### config.mk
export PLATFORM = sky130hd
export DESIGN_NAME = smm_restart_ctl
export DESIGN_NICKNAME = d
export VERILOG_FILES = /design/src/rtl/smm_rst_pkg.sv /design/src/rtl/smm_slot_regs.sv /design/src/rtl/smm_trap_capture.sv /design/src/rtl/smm_resume_decide.sv /design/src/rtl/smm_restart_ctl.sv
export SDC_FILE = /design/constraint.sdc
export NUM_CORES = 1
export LEC_CHECK = 0
export ABC_CLOCK_PERIOD_IN_PS = 2400
export BUFFER_PORTS_ARGS = -buffer_cell sky130_fd_sc_hd__buf_2
export CORE_AREA = 2 2 68 70
export CTS_BUF_LIST = sky130_fd_sc_hd__clkbuf_16
export DETAILED_ROUTE_END_ITERATION = 10
export DIE_AREA = 0 0 70 72
export GPL_TIMING_DRIVEN = 1
export PLACE_DENSITY = 0.68
export SETUP_SLACK_MARGIN = 0.4
export SYNTH_ARGS = -nofsm -noshare
export SYNTH_HDL_FRONTEND = slang
export SYNTH_SLANG_ARGS = --single-unit
### constraint.sdc
create_clock -name clk -period 2.4 [get_ports clk]
set_input_delay 0.12 -clock clk [delete_from_list [all_inputs] [get_ports clk]]
set_output_delay 0.12 -clock clk [all_outputs]
set_load 0.05 [all_outputs]
### src/rtl/smm_rst_pkg.sv
package smm_rst_pkg;
  typedef enum logic [3:0] {
    ACT_NONE         = 4'b0000,
    ACT_NEXT         = 4'b0001,
    ACT_AFTER_HALT   = 4'b0010,
    ACT_REENTER_HALT = 4'b0100,
    ACT_IO_RERUN     = 4'b1000
  } resume_act_e;
endpackage

### src/rtl/smm_slot_regs.sv
module smm_slot_regs #(
  parameter int SLOT_W    = 16,
  parameter int IO_SLOT_W = 8
) (
  input  logic                 clk,
  input  logic                 rst_n,
  input  logic                 entry_go,
  input  logic                 core_halted,
  input  logic                 wr_en,
  input  logic                 reg_sel,
  input  logic [SLOT_W-1:0]    reg_wdata,
  output logic                 halt_bit,
  output logic [IO_SLOT_W-1:0] io_slot,
  output logic [SLOT_W-1:0]    rdata
);
  localparam int IO_PAD_W   = SLOT_W - IO_SLOT_W;
  localparam int HALT_PAD_W = SLOT_W - 1;

  logic                 halt_d;
  logic [IO_SLOT_W-1:0] io_d;
  logic                 halt_en;
  logic                 io_en;

  always_comb begin
    halt_en = 1'b0;
    io_en   = 1'b0;
    halt_d  = halt_bit;
    io_d    = io_slot;
    if (entry_go) begin
      halt_en = 1'b1;
      io_en   = 1'b1;
      halt_d  = core_halted;
      io_d    = '0;
    end else if (wr_en) begin
      if (reg_sel) begin
        io_en = 1'b1;
        io_d  = reg_wdata[IO_SLOT_W-1:0];
      end else begin
        halt_en = 1'b1;
        halt_d  = reg_wdata[0];
      end
    end
  end

  always_ff @(posedge clk or negedge rst_n) begin
    if (!rst_n) begin
      halt_bit <= 1'b0;
      io_slot  <= '0;
    end else begin
      if (halt_en) halt_bit <= halt_d;
      if (io_en)   io_slot  <= io_d;
    end
  end

  always_comb begin
    if (reg_sel) rdata = {{IO_PAD_W{1'b0}}, io_slot};
    else         rdata = {{HALT_PAD_W{1'b0}}, halt_bit};
  end
endmodule

### src/rtl/smm_trap_capture.sv
module smm_trap_capture #(
  parameter int ADDR_W = 16
) (
  input  logic                 clk,
  input  logic                 rst_n,
  input  logic                 entry_go,
  input  logic                 back_to_back,
  input  logic [ADDR_W-1:0]    trap_addr,
  input  logic                 trap_valid_io,
  input  logic                 trap_is_read,
  output logic [ADDR_W+15:0]   trap_word
);
  localparam int TRAP_W = ADDR_W + 16;
  localparam int RSV_W  = TRAP_W - ADDR_W - 2;

  logic              word_valid;
  logic [TRAP_W-1:0] word_d;

  always_comb begin
    word_valid = trap_valid_io & ~back_to_back;
    if (word_valid) word_d = {trap_addr, {RSV_W{1'b0}}, 1'b1, trap_is_read};
    else            word_d = '0;
  end

  always_ff @(posedge clk or negedge rst_n) begin
    if (!rst_n)        trap_word <= '0;
    else if (entry_go) trap_word <= word_d;
  end
endmodule

### src/rtl/smm_resume_decide.sv
module smm_resume_decide
  import smm_rst_pkg::*;
#(
  parameter int IO_SLOT_W = 8
) (
  input  logic                 entry_halt,
  input  logic                 halt_bit,
  input  logic [IO_SLOT_W-1:0] io_slot,
  input  logic                 io_ok,
  output resume_act_e          action,
  output logic                 undefined
);
  logic io_rerun;
  logic io_none;
  logic halt_bad;
  logic io_bad;

  always_comb begin
    io_rerun  = (io_slot == {IO_SLOT_W{1'b1}});
    io_none   = (io_slot == '0);
    halt_bad  = ~entry_halt & halt_bit;
    io_bad    = (~io_rerun & ~io_none) | (io_rerun & ~io_ok);
    undefined = halt_bad | io_bad;
    if (undefined)                  action = ACT_NEXT;
    else if (io_rerun)              action = ACT_IO_RERUN;
    else if (entry_halt & halt_bit) action = ACT_REENTER_HALT;
    else if (entry_halt)            action = ACT_AFTER_HALT;
    else                            action = ACT_NEXT;
  end
endmodule

### src/rtl/smm_restart_ctl.sv
module smm_restart_ctl
  import smm_rst_pkg::*;
#(
  parameter int ADDR_W    = 16,
  parameter int SLOT_W    = 16,
  parameter int IO_SLOT_W = 8
) (
  input  logic                 clk,
  input  logic                 rst_n,
  input  logic                 entry_req,
  input  logic                 core_halted,
  input  logic                 io_boundary,
  input  logic [ADDR_W-1:0]    trap_addr,
  input  logic                 trap_valid_io,
  input  logic                 trap_is_read,
  input  logic                 resume_req,
  input  logic                 reg_wr,
  input  logic                 reg_sel,
  input  logic [SLOT_W-1:0]    reg_wdata,
  output logic [SLOT_W-1:0]    reg_rdata,
  output logic                 in_smm,
  output logic [ADDR_W+15:0]   trap_word,
  output logic                 act_valid,
  output logic [3:0]           act_onehot,
  output logic                 act_error
);
  logic                 entry_go;
  logic                 resume_go;
  logic                 back_to_back;
  logic                 act_seen_q;
  logic                 entry_halt_q;
  logic                 io_ok_q;
  logic                 halt_bit;
  logic [IO_SLOT_W-1:0] io_slot;
  resume_act_e          dec_action;
  logic                 dec_undef;

  logic                 in_smm_d;
  logic                 act_valid_d;
  logic [3:0]           act_onehot_d;
  logic                 act_error_d;

  assign entry_go     = entry_req & ~in_smm;
  assign resume_go    = resume_req & in_smm;
  assign back_to_back = act_valid | act_seen_q;

  smm_slot_regs #(.SLOT_W(SLOT_W), .IO_SLOT_W(IO_SLOT_W)) u_slots (
    .clk         (clk),
    .rst_n       (rst_n),
    .entry_go    (entry_go),
    .core_halted (core_halted),
    .wr_en       (reg_wr & in_smm),
    .reg_sel     (reg_sel),
    .reg_wdata   (reg_wdata),
    .halt_bit    (halt_bit),
    .io_slot     (io_slot),
    .rdata       (reg_rdata)
  );

  smm_trap_capture #(.ADDR_W(ADDR_W)) u_trap (
    .clk           (clk),
    .rst_n         (rst_n),
    .entry_go      (entry_go),
    .back_to_back  (back_to_back),
    .trap_addr     (trap_addr),
    .trap_valid_io (trap_valid_io),
    .trap_is_read  (trap_is_read),
    .trap_word     (trap_word)
  );

  smm_resume_decide #(.IO_SLOT_W(IO_SLOT_W)) u_decide (
    .entry_halt (entry_halt_q),
    .halt_bit   (halt_bit),
    .io_slot    (io_slot),
    .io_ok      (io_ok_q),
    .action     (dec_action),
    .undefined  (dec_undef)
  );

  always_comb begin
    in_smm_d     = in_smm;
    act_valid_d  = 1'b0;
    act_onehot_d = ACT_NONE;
    act_error_d  = 1'b0;
    if (entry_go) begin
      in_smm_d = 1'b1;
    end else if (resume_go) begin
      in_smm_d     = 1'b0;
      act_valid_d  = 1'b1;
      act_onehot_d = dec_action;
      act_error_d  = dec_undef;
    end
  end

  always_ff @(posedge clk or negedge rst_n) begin
    if (!rst_n) begin
      in_smm     <= 1'b0;
      act_valid  <= 1'b0;
      act_onehot <= '0;
      act_error  <= 1'b0;
      act_seen_q <= 1'b0;
    end else begin
      in_smm     <= in_smm_d;
      act_valid  <= act_valid_d;
      act_onehot <= act_onehot_d;
      act_error  <= act_error_d;
      act_seen_q <= act_valid;
    end
  end

  always_ff @(posedge clk or negedge rst_n) begin
    if (!rst_n) begin
      entry_halt_q <= 1'b0;
      io_ok_q      <= 1'b0;
    end else if (entry_go) begin
      entry_halt_q <= core_halted;
      io_ok_q      <= io_boundary & ~back_to_back;
    end
  end
endmodule

==> run metrics <==
vias in the first global route 1154; Synth top cells by count dfrtp_1 (37), buf_4 (22), nand2_1 (21); Critical Path AT 1810 ps; crit start category flop; period utilization 66.35%; Sw Ratio 36.18%; Final Hold Fails 0; Int Power 1.351 mW; IO Port Bufs 66; Avg WL per Cell 12.99 um; post-route cell area 0.002122 mm^2; outcome finished, final reports clean; antenna cell count 0; Lkg Pwr 1.199 nW; CTS tree built; part of the power in the clock network 34.6%; Clock Sink Count 37; Max-Cap Viols 0; placed cells 261; Worst Slack Setup Final 807.5 ps; CP required 2610 ps; number of detailed-route iterations in the first pass 4; Worst Reg-to-Reg Cells 4; Layout area overhead 27.62%; Final setup viols 0; hold slack 34.27 ps; Flop pwr share 36.8%; worst vdd ir 0.3205 mV; final slew viol count 0; setup slack, reg-to-reg 810 ps; Post-Route WL 3.507 mm; Primary FF master, synth dfrtp_1; FP Rows 24; global route total overflow 0; mux cell area share after synthesis 1.279%; global-route wire length before repair 5.609 mm; Die H 72 um; hold path startpoint reg_wdata[4]; largest family of logic cells by synthesized area simple AND/OR/NAND/NOR gates; Total Neg Setup Slack 0 ps; final HPWL from detailed placement 2.554 mm; RSZ-0062 raised after global routing no; DRC errors left 0; Synth Register Bits 37; routed vias/inst 4.622; fin crit period 1593 ps; Async S/R FF share, synth 100.0%; post-synthesis adder-cell area fraction 0%; Vias 1248; layout cells sized above 1 35.32%; postcts setup bufs 0; count leader, synth dfrtp_1; EDFF count, synth 0; H-tree Lvls 2; Max clock buf depth 2; Yosys cell types 32; Final nets 259; dominant cell type by area after synthesis dfrtp_1; hold crit path type input port to flop; Post-Synth Simple-Gate Area 18.89%; area share of the largest cell type after synthesis 55.68%; Mapped Area 0.001663 mm^2; Critical Path End Type flop; Util after Layout 49.77%; net load switching power 0.7656 mW; dpl ws 787.4 ps; Pwr per Cell Area 997.3 mW/mm^2; Syn Area/Cell 11.16 um^2; Combinational Power Share 28.5%; CTS clk-pin slew, worst paths 60 ps; DR iter-0 viols 65; Horiz. Die Dim 70 um; core area 0.004264 mm^2; RR Startpoint in_smm; clk_lat worst skew 280 ps; final clock skew 5.527 ps; total power 2.116 mW; Max Clk Rate 627.9 MHz; total track usage 14.39%; worst slew pin tran 800.7 ps; xor/xnor cell area share of the yosys netlist 0%; Hold Path End u_slots.io_slot[4]; # IOs 97; Yosys warnings 0; Rel. slew slack 46.62%; cts bufs inserted 5; CP Class flop to flop; Hold Path Cell Cnt 3; DP Area 0.001946 mm^2; Die ar. 0.005040 mm^2; sequential area share after synthesis 55.68%; Mapped Cells 149; ANT nets after route 0; RR Endpoint u_trap.trap_word[18]; complex-gate fraction of the synthesized area 11.74%; largest cells by area after synthesis dfrtp_1 (56%), buf_4 (9.9%), a22o_1 (9.5%); clock root buffer clkbuf_16; Initial Util 39.00%; routability cong. 0.7262; Post-Layout Cell Count 270; maximum number of pins on one net before global-route repair 38; initial antenna violation count 0; Worst Path Max Fanout 29
==> how the worst max path moves through the flow <==
stage,cells after the start,end,from
global placement,4,u_trap.trap_word[18],in_smm
floorplan,4,u_trap.trap_word[22],in_smm
finish,4,u_trap.trap_word[18],in_smm
CTS,4,u_trap.trap_word[18],in_smm
detailed placement,4,u_trap.trap_word[18],in_smm
global route,4,u_trap.trap_word[18],in_smm
==> power by group through the flow <==
stage	registers (mW)	clock network, mW	logic (mW)
2_1_floorplan	0.981	0	0.295
3_3_place_gp	0.788	0	0.601
3_5_place_dp	0.790	0	0.607
4_1_cts	0.780	0.744	0.609
5_1_grt	0.794	0.778	0.639
6_report	0.779	0.733	0.604
==> area by class of cell <==
| cell class | instances | area [um^2] |
|---|---|---|
| Clock inverter | 3 | 41.29 |
| Inverter | 1 | 3.754 |
| Multi-Input combinational cell | 104 | 613.1 |
| Clock buffer | 5 | 125.1 |
| Tap cell | 52 | 65.06 |
| Timing Repair Buffer | 68 | 347.8 |
| Sequential cell | 37 | 925.9 |
| Fill cell | 414 | 2142 |
==> worst max-delay path: stages, from the launching register on <==
cell	delay [ps]
dfrtp_1	450
nand2b_4	320
nor4b_4	320
buf_4	260
a22o_1	170
==> cells in the final DEF (no fill, tap or decap), drive strengths merged <==
cell type / instances
and2b: 1
clkinv: 1
buf: 67
nand4b: 1
inv: 1
nand4: 1
mux2: 1
and4: 1
and2: 7
o32ai: 1
and3: 2
and4b: 1
nand3b: 1
or4: 2
nand2: 21
a21o: 1
clkbuf: 5
conb: 22
bufinv: 1
mux2i: 1
clkinvlp: 1
a21oi: 1
nor4b: 1
nand2b: 2
nor3: 3
dlygate4sd3: 1
nand3: 9
a22o: 18
o22ai: 1
o21ai: 2
nor2: 3
dfrtp: 37
==> routing by layer <==
layer | track usage (%) | vias up | part of all wire [%]
met5 | 0 | - | 0
met4 | 5.128 | 0 | 1.3
met3 | 5.000 | 4 | 6.6
met2 | 23.49 | 44 | 48
met1 | 17.89 | 583 | 44
li1 | - | 617 | -
==> flip-flops by register name, summed over array words and instances (netlist names) <==
| signal | cells |
|---|---|
| u_trap.trap_word | 18 |
| u_slots.io_slot | 8 |
| act_onehot | 4 |
| act_error | 1 |
| act_seen_q | 1 |
| act_valid | 1 |
| entry_halt_q | 1 |
| in_smm | 1 |
| io_ok_q | 1 |
| u_slots.halt_bit | 1 |
==> what timing repair did <==
item | in CTS | in global routing
resized for setup | 0 | 0
endpoints found under the hold margin | 37 | 0
endpoints found under the setup margin | 0 | 0
hold buffers | 1 | 0
==> cell families after synthesis <==
kind of cell / count (synthesis)
other cells: 1
buf+inv: 29
compound gates: 24
simple gates: 56
mux: 2
flops: 37
No activity file was read; power rests on OpenSTA's default activity.
